File: src/rtl/hpl_pkg.sv
package hpl_pkg;
  localparam int MAX_SLOTS = 31;
  localparam int IDX_W     = 5;
  localparam int EVT_W     = 5;
  localparam int DIS_W     = 7;
  localparam int LOC_W     = 32;
  localparam int CFG_W     = 4;

  localparam logic [DIS_W-1:0] DIS_RST = '1;
  localparam logic [CFG_W-1:0] CFG_RST = 4'hF;

  // control word bit positions
  localparam int B_INT_DIS     = 0;
  localparam int B_CMD_INT_DIS = 2;
  localparam int B_CMD_DET     = 16;
  localparam int B_ARB_DET     = 17;
endpackage

File: src/rtl/hpl_slot_bank.sv
module hpl_slot_bank
  import hpl_pkg::*;
#(
  parameter int N_SLOTS = 31
) (
  input  logic                     clk,
  input  logic                     rst_n,
  input  logic [N_SLOTS*EVT_W-1:0] evt_set,
  input  logic                     latch_clr_we,
  input  logic [IDX_W-1:0]         latch_clr_slot,
  input  logic [EVT_W-1:0]         latch_clr_bits,
  input  logic                     dis_we,
  input  logic [IDX_W-1:0]         dis_slot,
  input  logic [DIS_W-1:0]         dis_val,
  output logic [N_SLOTS-1:0]       slot_hit
);
  for (genvar s = 0; s < N_SLOTS; s++) begin : g_slot
    logic [EVT_W-1:0] latch_q;
    logic [DIS_W-1:0] dis_q;
    logic [EVT_W-1:0] clr_mask;
    logic             dis_sel;
    logic             unused_hi;

    assign clr_mask  = (latch_clr_we && latch_clr_slot == IDX_W'(s)) ? latch_clr_bits : '0;
    assign dis_sel   = dis_we && (dis_slot == IDX_W'(s));
    assign unused_hi = ^dis_q[DIS_W-1:EVT_W];

    always_ff @(posedge clk or negedge rst_n) begin
      if (!rst_n) begin
        latch_q <= '0;
        dis_q   <= DIS_RST;
      end else begin
        // clear first, then set: a simultaneous event is kept
        latch_q <= (latch_q & ~clr_mask) | evt_set[s*EVT_W +: EVT_W];
        if (dis_sel) dis_q <= dis_val;
      end
    end

    assign slot_hit[s] = |(latch_q & ~dis_q[EVT_W-1:0]);
  end
endmodule

File: src/rtl/hpl_ctl_reg.sv
module hpl_ctl_reg
  import hpl_pkg::*;
(
  input  logic             clk,
  input  logic             rst_n,
  input  logic             ctl_we,
  input  logic [LOC_W-1:0] ctl_wdata,
  input  logic             cmd_done,
  input  logic             arb_detect,
  output logic [LOC_W-1:0] ctl_word
);
  logic [CFG_W-1:0] cfg_q;
  logic             cmd_q;
  logic             arb_q;
  logic             unused_wd;

  assign unused_wd = ^{ctl_wdata[LOC_W-1:B_ARB_DET+1], ctl_wdata[B_CMD_DET-1:CFG_W]};

  always_ff @(posedge clk or negedge rst_n) begin
    if (!rst_n) begin
      cfg_q <= CFG_RST;
      cmd_q <= 1'b0;
      arb_q <= 1'b0;
    end else begin
      if (ctl_we) cfg_q <= ctl_wdata[CFG_W-1:0];
      cmd_q <= (cmd_q & ~(ctl_we & ctl_wdata[B_CMD_DET])) | cmd_done;
      arb_q <= (arb_q & ~(ctl_we & ctl_wdata[B_ARB_DET])) | arb_detect;
    end
  end

  always_comb begin
    ctl_word            = '0;
    ctl_word[CFG_W-1:0] = cfg_q;
    ctl_word[B_CMD_DET] = cmd_q;
    ctl_word[B_ARB_DET] = arb_q;
  end
endmodule

File: src/rtl/hpl_loc_build.sv
module hpl_loc_build
  import hpl_pkg::*;
#(
  parameter int N_SLOTS = 31
) (
  input  logic [N_SLOTS-1:0] slot_hit,
  input  logic               cmd_det,
  input  logic               cmd_int_dis,
  output logic [LOC_W-1:0]   locator
);
  assign locator[0] = cmd_det & ~cmd_int_dis;

  for (genvar b = 1; b < LOC_W; b++) begin : g_bit
    if (b <= N_SLOTS) begin : g_on
      assign locator[b] = slot_hit[b-1];
    end else begin : g_off
      assign locator[b] = 1'b0;
    end
  end
endmodule

File: src/rtl/hpl_irq_out.sv
module hpl_irq_out (
  input  logic clk,
  input  logic rst_n,
  input  logic level,
  input  logic msg_en,
  output logic irq_wire,
  output logic msg_pulse
);
  logic req_q;

  always_ff @(posedge clk or negedge rst_n) begin
    if (!rst_n) begin
      req_q     <= 1'b0;
      msg_pulse <= 1'b0;
    end else begin
      msg_pulse <= msg_en & (level ^ req_q);
      req_q     <= level;
    end
  end

  assign irq_wire = level & ~msg_en;
endmodule

File: src/rtl/hpl_locator_agg.sv
module hpl_locator_agg
  import hpl_pkg::*;
#(
  parameter int N_SLOTS = 31
) (
  input  logic                     clk,
  input  logic                     rst_n,
  input  logic                     msg_en,
  input  logic [N_SLOTS*EVT_W-1:0] evt_set,
  input  logic                     latch_clr_we,
  input  logic [IDX_W-1:0]         latch_clr_slot,
  input  logic [EVT_W-1:0]         latch_clr_bits,
  input  logic                     dis_we,
  input  logic [IDX_W-1:0]         dis_slot,
  input  logic [DIS_W-1:0]         dis_val,
  input  logic                     ctl_we,
  input  logic [LOC_W-1:0]         ctl_wdata,
  input  logic                     cmd_done,
  input  logic                     arb_detect,
  output logic [LOC_W-1:0]         locator,
  output logic [LOC_W-1:0]         ctl_word,
  output logic                     irq_wire,
  output logic                     msg_pulse
);
  logic [N_SLOTS-1:0] slot_hit;
  logic               level;

  hpl_slot_bank #(.N_SLOTS(N_SLOTS)) u_bank (
    .clk(clk), .rst_n(rst_n), .evt_set(evt_set),
    .latch_clr_we(latch_clr_we), .latch_clr_slot(latch_clr_slot),
    .latch_clr_bits(latch_clr_bits), .dis_we(dis_we), .dis_slot(dis_slot),
    .dis_val(dis_val), .slot_hit(slot_hit)
  );

  hpl_ctl_reg u_ctl (
    .clk(clk), .rst_n(rst_n), .ctl_we(ctl_we), .ctl_wdata(ctl_wdata),
    .cmd_done(cmd_done), .arb_detect(arb_detect), .ctl_word(ctl_word)
  );

  hpl_loc_build #(.N_SLOTS(N_SLOTS)) u_loc (
    .slot_hit(slot_hit), .cmd_det(ctl_word[B_CMD_DET]),
    .cmd_int_dis(ctl_word[B_CMD_INT_DIS]), .locator(locator)
  );

  assign level = ~ctl_word[B_INT_DIS] & (|locator);

  hpl_irq_out u_irq (
    .clk(clk), .rst_n(rst_n), .level(level), .msg_en(msg_en),
    .irq_wire(irq_wire), .msg_pulse(msg_pulse)
  );
endmodule

File: config.mk
export PLATFORM = sky130hd
export DESIGN_NAME = hpl_locator_agg
export DESIGN_NICKNAME = d
export VERILOG_FILES = /design/src/rtl/hpl_pkg.sv /design/src/rtl/hpl_slot_bank.sv /design/src/rtl/hpl_ctl_reg.sv /design/src/rtl/hpl_loc_build.sv /design/src/rtl/hpl_irq_out.sv /design/src/rtl/hpl_locator_agg.sv
export SDC_FILE = /design/constraint.sdc
export NUM_CORES = 1
export LEC_CHECK = 0
export BUFFER_PORTS_ARGS = -buffer_cell sky130_fd_sc_hd__clkbuf_2
export CORE_MARGIN = 2
export CORE_UTILIZATION = 55
export CTS_BUF_LIST = sky130_fd_sc_hd__clkbuf_16
export DETAILED_ROUTE_END_ITERATION = 8
export PLACE_DENSITY = 0.83
export SYNTH_ARGS = -nofsm -noshare
export SYNTH_HDL_FRONTEND = slang
export SYNTH_HIERARCHICAL = 1
export SYNTH_SLANG_ARGS = --single-unit
File: constraint.sdc
create_clock -name clk -period 3.3 [get_ports clk]
set_clock_uncertainty 0.15 [all_clocks]
set_input_delay 0.66 -clock clk [delete_from_list [all_inputs] [get_ports clk]]
set_output_delay 0.66 -clock clk [all_outputs]
set_load 0.01 [all_outputs]
# == Yosys cells after proc, flatten, opt, wreduce, memory -nomap -nowiden ==
# Index checks and enable logic that the tools add are counted.
# totals
reg_bits,318
in_bits,217
output_inout_bits,66
word_cells,425
# op_classes
n_eq_ne,60
n_mux,31
bitwise_logic,171
n_reduce_logical,96
# op_table
cell,count
$and A5 B5 Y5,62
$not A5 Y5,62
$reduce_or A156 Y1,1
$mux W5,31
$or A5 B5 Y5,31
$reduce_or A5 Y1,31
$eq A5 B5 Y1 const B,30
$eq A5 B4 Y1 const B,16
$logic_and A1 B1 Y1,62
$eq A5 B3 Y1 const B,8
$eq A5 B2 Y1 const B,4
$eq A5 B1 Y1 const B,2
$logic_not A5 Y1,2
$and A1 B1 Y1,8
$not A1 Y1,5
$or A1 B1 Y1,2
$xor A1 B1 Y1,1

# == Longest topological paths before layout ==
# depth
depth_word,6
depth_mapped,9
ltp_nobuf,8

# == By module ==
# The synthesis kept the hierarchy.
# by_module_without_submodules
module,n_inst,cells_per_inst,area_per_inst_um2,seq_area_each_um2
hpl_slot_bank,1,1106,13325.3,7951.4
hpl_ctl_reg,1,43,436.7,155.1
hpl_loc_build,1,32,246.5,0.0
hpl_locator_agg,1,11,72.6,0.0
hpl_irq_out,1,5,71.3,50.0

# == Worst setup path after synthesis ==
# Ideal clock, no wire load.
# synth_timing
path_kind,reg-to-output
startpoint,register u_bank.g_slot[10].dis_q[0]
endpoint,output port irq_wire
t_arrival_ns,1.828
required_ns,2.490
slack_ns,0.662
path_stages_with_launch,9
path_buffers,1
cell_sequence,dfstp_2 -> inv_1 -> a222oi_1 -> o221ai_1 -> buf_4 -> nor4_1 -> and4_1 -> a21oi_1 -> nor2b_1
# synth_between
elab_chain_cells,5
# synth_lines
item,line_no,rtl
"start, declared",hpl_slot_bank.sv:19,logic [DIS_W-1:0] dis_q;
"start signal, assigned",hpl_slot_bank.sv:35,if (dis_sel) dis_q <= dis_val;
$not A5 Y5,hpl_slot_bank.sv:39,assign slot_hit[s] = |(latch_q & ~dis_q[EVT_W-1:0]);
$and A5 B5 Y5,hpl_slot_bank.sv:39,
$reduce_or A156 Y1,hpl_locator_agg.sv:45,assign level = ~ctl_word[B_INT_DIS] & (|locator);
$and A1 B1 Y1,hpl_locator_agg.sv:45,
net level,hpl_locator_agg.sv:26,logic level;
$and A1 B1 Y1,hpl_irq_out.sv:21,assign irq_wire = level & ~msg_en;
"end, declared",hpl_locator_agg.sv:22,"output logic irq_wire,"
# The timed path passes the listed nets, and every way through them passes these cells.

# == Worst setup path in the final report ==
# layout_timing
startpoint,register u_bank.g_slot[5].dis_q[0]
endpoint,output port irq_wire
# layout_between
elab_chain_cells,5
# layout_lines
item,line_no
"start, declared",hpl_slot_bank.sv:19
"start signal, assigned",hpl_slot_bank.sv:35
$not A5 Y5,hpl_slot_bank.sv:39
$and A5 B5 Y5,hpl_slot_bank.sv:39
$reduce_or A156 Y1,hpl_locator_agg.sv:45
$and A1 B1 Y1,hpl_locator_agg.sv:45
net level,hpl_locator_agg.sv:26
$and A1 B1 Y1,hpl_irq_out.sv:21
# The timed path passes the listed nets, and every way through them passes these cells.

==> run metrics <==
outcome=finished, violations left; failing checks=negative setup slack; R2R depth=10; syn avg cell area=around 12 µm²; Initial DRT Pass Iterations=8; peak supply drop=around 0.44 mV; Startpoint Class=flip-flop; slew margin rel.=about a third; setup violators final=1; layout cells sized above 1=44.9%; critical path's slowest cell=dfstp_2; IO Pins=approximately 280; metal2 WL=18700 µm; crit path DAT=between 2 and 3 ns; Max Used Layer=met5; antenna violations before repair=5; global-route wire length before repair=59800 µm; clk slew on worst S/H paths=approximately 0.06 ns; initial DRC count=around 1000; DR WL met3=3770 µm; Final HPWL DP=roughly 27000 µm; CP Cell Sequence=inv_1 > a222oi_1 > o221ai_2 > nor4_2 > buf_4 > and4_1 > a21oi_2 > nor2b_1 > clkbuf_2; Tot GR Track Use=29.4%; Synth Instances=1197; Clock Tree Buf Depth=3; Hold Violations, Final=0; Fmax achieved=0.280 GHz; fin crit share=108%; I/O Buffers=around 230; max incr delay on CP=between 0.5 and 0.6 ns; CTS buffer count=35; setup TNS=-0.273 ns; mapped cell area=between 10000 and 15000 µm²; RePlAce Congestion=between 0.8 and 0.9; max cap viols=0; post-route ant nets=0; RSZ-0062 raised after global routing=true; Required @ worst endpoint=between 2 and 2.5 ns; fraction of registers with async set/reset=100%; Setup CP Type=reg -> out; endpoint class of the critical path=output pin; Vias=10300; Tightest Pin Transition=a little under 1 ns; unique cell type count in the Yosys netlist=40; Die Height=between 150 and 200 µm; Clock Tree Root=clkbuf_16; Pwr Total=about 9400 µW; cell depth of the worst hold path=2; HP Class=in -> reg; CTS H-tree lvls=2; CTS sink count=about 320; sequential share of the synthesized area=57.6%; Placed Area=15400 µm²; leakage=around 0.0070 µW; PwrDens=569 nW/µm²; DRC=0; GRT overflow=0; Die W=roughly 160 µm; Met1 Wirelength=roughly 15000 µm; final wirelength=roughly 39000 µm; Initial Util=around 56%; Vias per Instance=slightly below 6; dpl cells=1699; largest net degree at the start of global routing=a little under 90; synth warn=6; Area Overhead vs Synth=17.0%; routed len/inst=roughly 22 µm; CTS tree=yes; design area=roughly 17000 µm²; Die ar.=~27000 µm²; Post-synth top flop=dfstp_2; synthesis-stage register bit count=318; worst hold slack=roughly 0.17 ns; EDFF count, synth=0; core area=about 25000 µm²; worst-skew pair later-pin latency=approximately 0.53 ns; Final WS setup=-0.273 ns; Final Non-Filler Cells=approximately 1800; std cell rows=between 50 and 60; vias in the first global route=10700; Final Max Tran Viols=0; Nets=~1600; CP max FO=2; fin crit period=about 3.6 ns
worst paths after layout:
kind                            slack [ns]                   startpoint                      endpoint
worst max-delay path                 -0.27    u_bank/g_slot[5].dis_q[0]                      irq_wire
worst min-delay path                  0.17                     cmd_done                   u_ctl/cmd_q
worst max register to register        0.62    u_bank/g_slot[5].dis_q[0]               u_irq/msg_pulse
worst min register to register        0.33  u_bank/g_slot[4].latch_q[4]   u_bank/g_slot[4].latch_q[4]
max in group asynchronous             1.57                        rst_n     u_bank/g_slot[0].dis_q[0]
min in group asynchronous             0.55                        rst_n  u_bank/g_slot[22].latch_q[3]
sequential cells by signal, indices dropped and copies added, names as in the netlist:
name,count
u_ctl/arb_q,1
u_bank/g_slot.latch_q,155
u_irq/req_q,1
u_bank/g_slot.dis_q,155
u_irq/msg_pulse,1
u_ctl/cfg_q,4
u_ctl/cmd_q,1
logic make-up (layout without fill, tap and decap cells):
group	count (synthesis)	in the layout	share of synthesized area, %
other	1	30	0.0265
DFF	318	318	57.6
AOI/OAI and AO/OA	220	220	10.2
xor gates and xnor gates	1	1	0.0619
and+or+nand+nor	251	251	11.3
muxes	159	159	12.7
buffers and inverters	247	460	8.13
layout make-up:
type	count	area [µm²]
repair buffers	244	1310
inverters	155	582
fillers	1867	8690
well taps	330	413
diodes	4	10.0
clock buffers	36	901
multi-input cells	657	5020
flip-flops and latches	318	8160
clock inverters	25	171
critical path, delay by kind of cell, from the launching register on:
family          cells  cell delay (ns)
flops               1             0.53
buf+inv             3             0.36
compound gates      3             0.77
simple gates        3             0.57
metal layers:
layer / vias up / track usage, %
met3: 112 / 6.03
met5: - / 0
met4: 2 / 13.1
li1: 4445 / -
met1: 5158 / 38.8
met2: 557 / 47.4
where the power goes:
part	leakage (µW)	total (µW)	internal [µW]	switching, µW
logic	0.00335	979	475	504
registers	0.00307	4790	4570	223
clock network	0.000559	3660	2130	1530
total	0.00698	9430	7170	2260
placed cells by master (no fill, tap or decap), types with 10 or more instances in the layout:
cell and instances:
conb_1 26, dfstp_2 159, buf_4 12, o221ai_1 23
dfrtp_1 159, mux2_2 159, a21oi_1 16, a222oi_1 31
clkbuf_2 227, o21ai_0 105, o21ai_1 10, clkbuf_16 36
nand3b_1 10, or2_2 10, nand2b_1 117, nor2_1 12
nand2_1 39, a21o_1 26, inv_1 165
cells in the mapped netlist, types with 10 or more instances:
cell      count  area, µm²
clkbuf_1     30        113
dfstp_2     159       4180
inv_1       155        582
a21o_1       26        195
nor2_1       12       45.0
nand2b_1    117        732
o221ai_1     31        272
mux2_2      159       1790
a21oi_1      17       85.1
o21ai_0     105        526
nand3b_1     10       75.1
a222oi_1     31        310
nand2_1      39        146
buf_4        59        443
o21ai_1      10       50.1
dfrtp_1     159       3980
or2_2        10       62.6
what timing repair did:
item / in CTS / in global routing
endpoints found under the setup margin: 1 / 1
hold buffers: 1 / 0
pin swaps: 9 / 0
setup buffers: 4 / 0
gates resized for setup: 15 / 0
endpoints found under the hold margin: 24 / 0
through the flow:
stage / util [%] / setup slack, ns
finish: 65.6 / -0.273
global route: 65.6 / -0.377
CTS: 65.6 / -0.230
detailed placement: 60.8 / 0.0968
global placement: 60.8 / 0.122
floorplan: - / 0.662
Power figures use the tool's default switching activity.
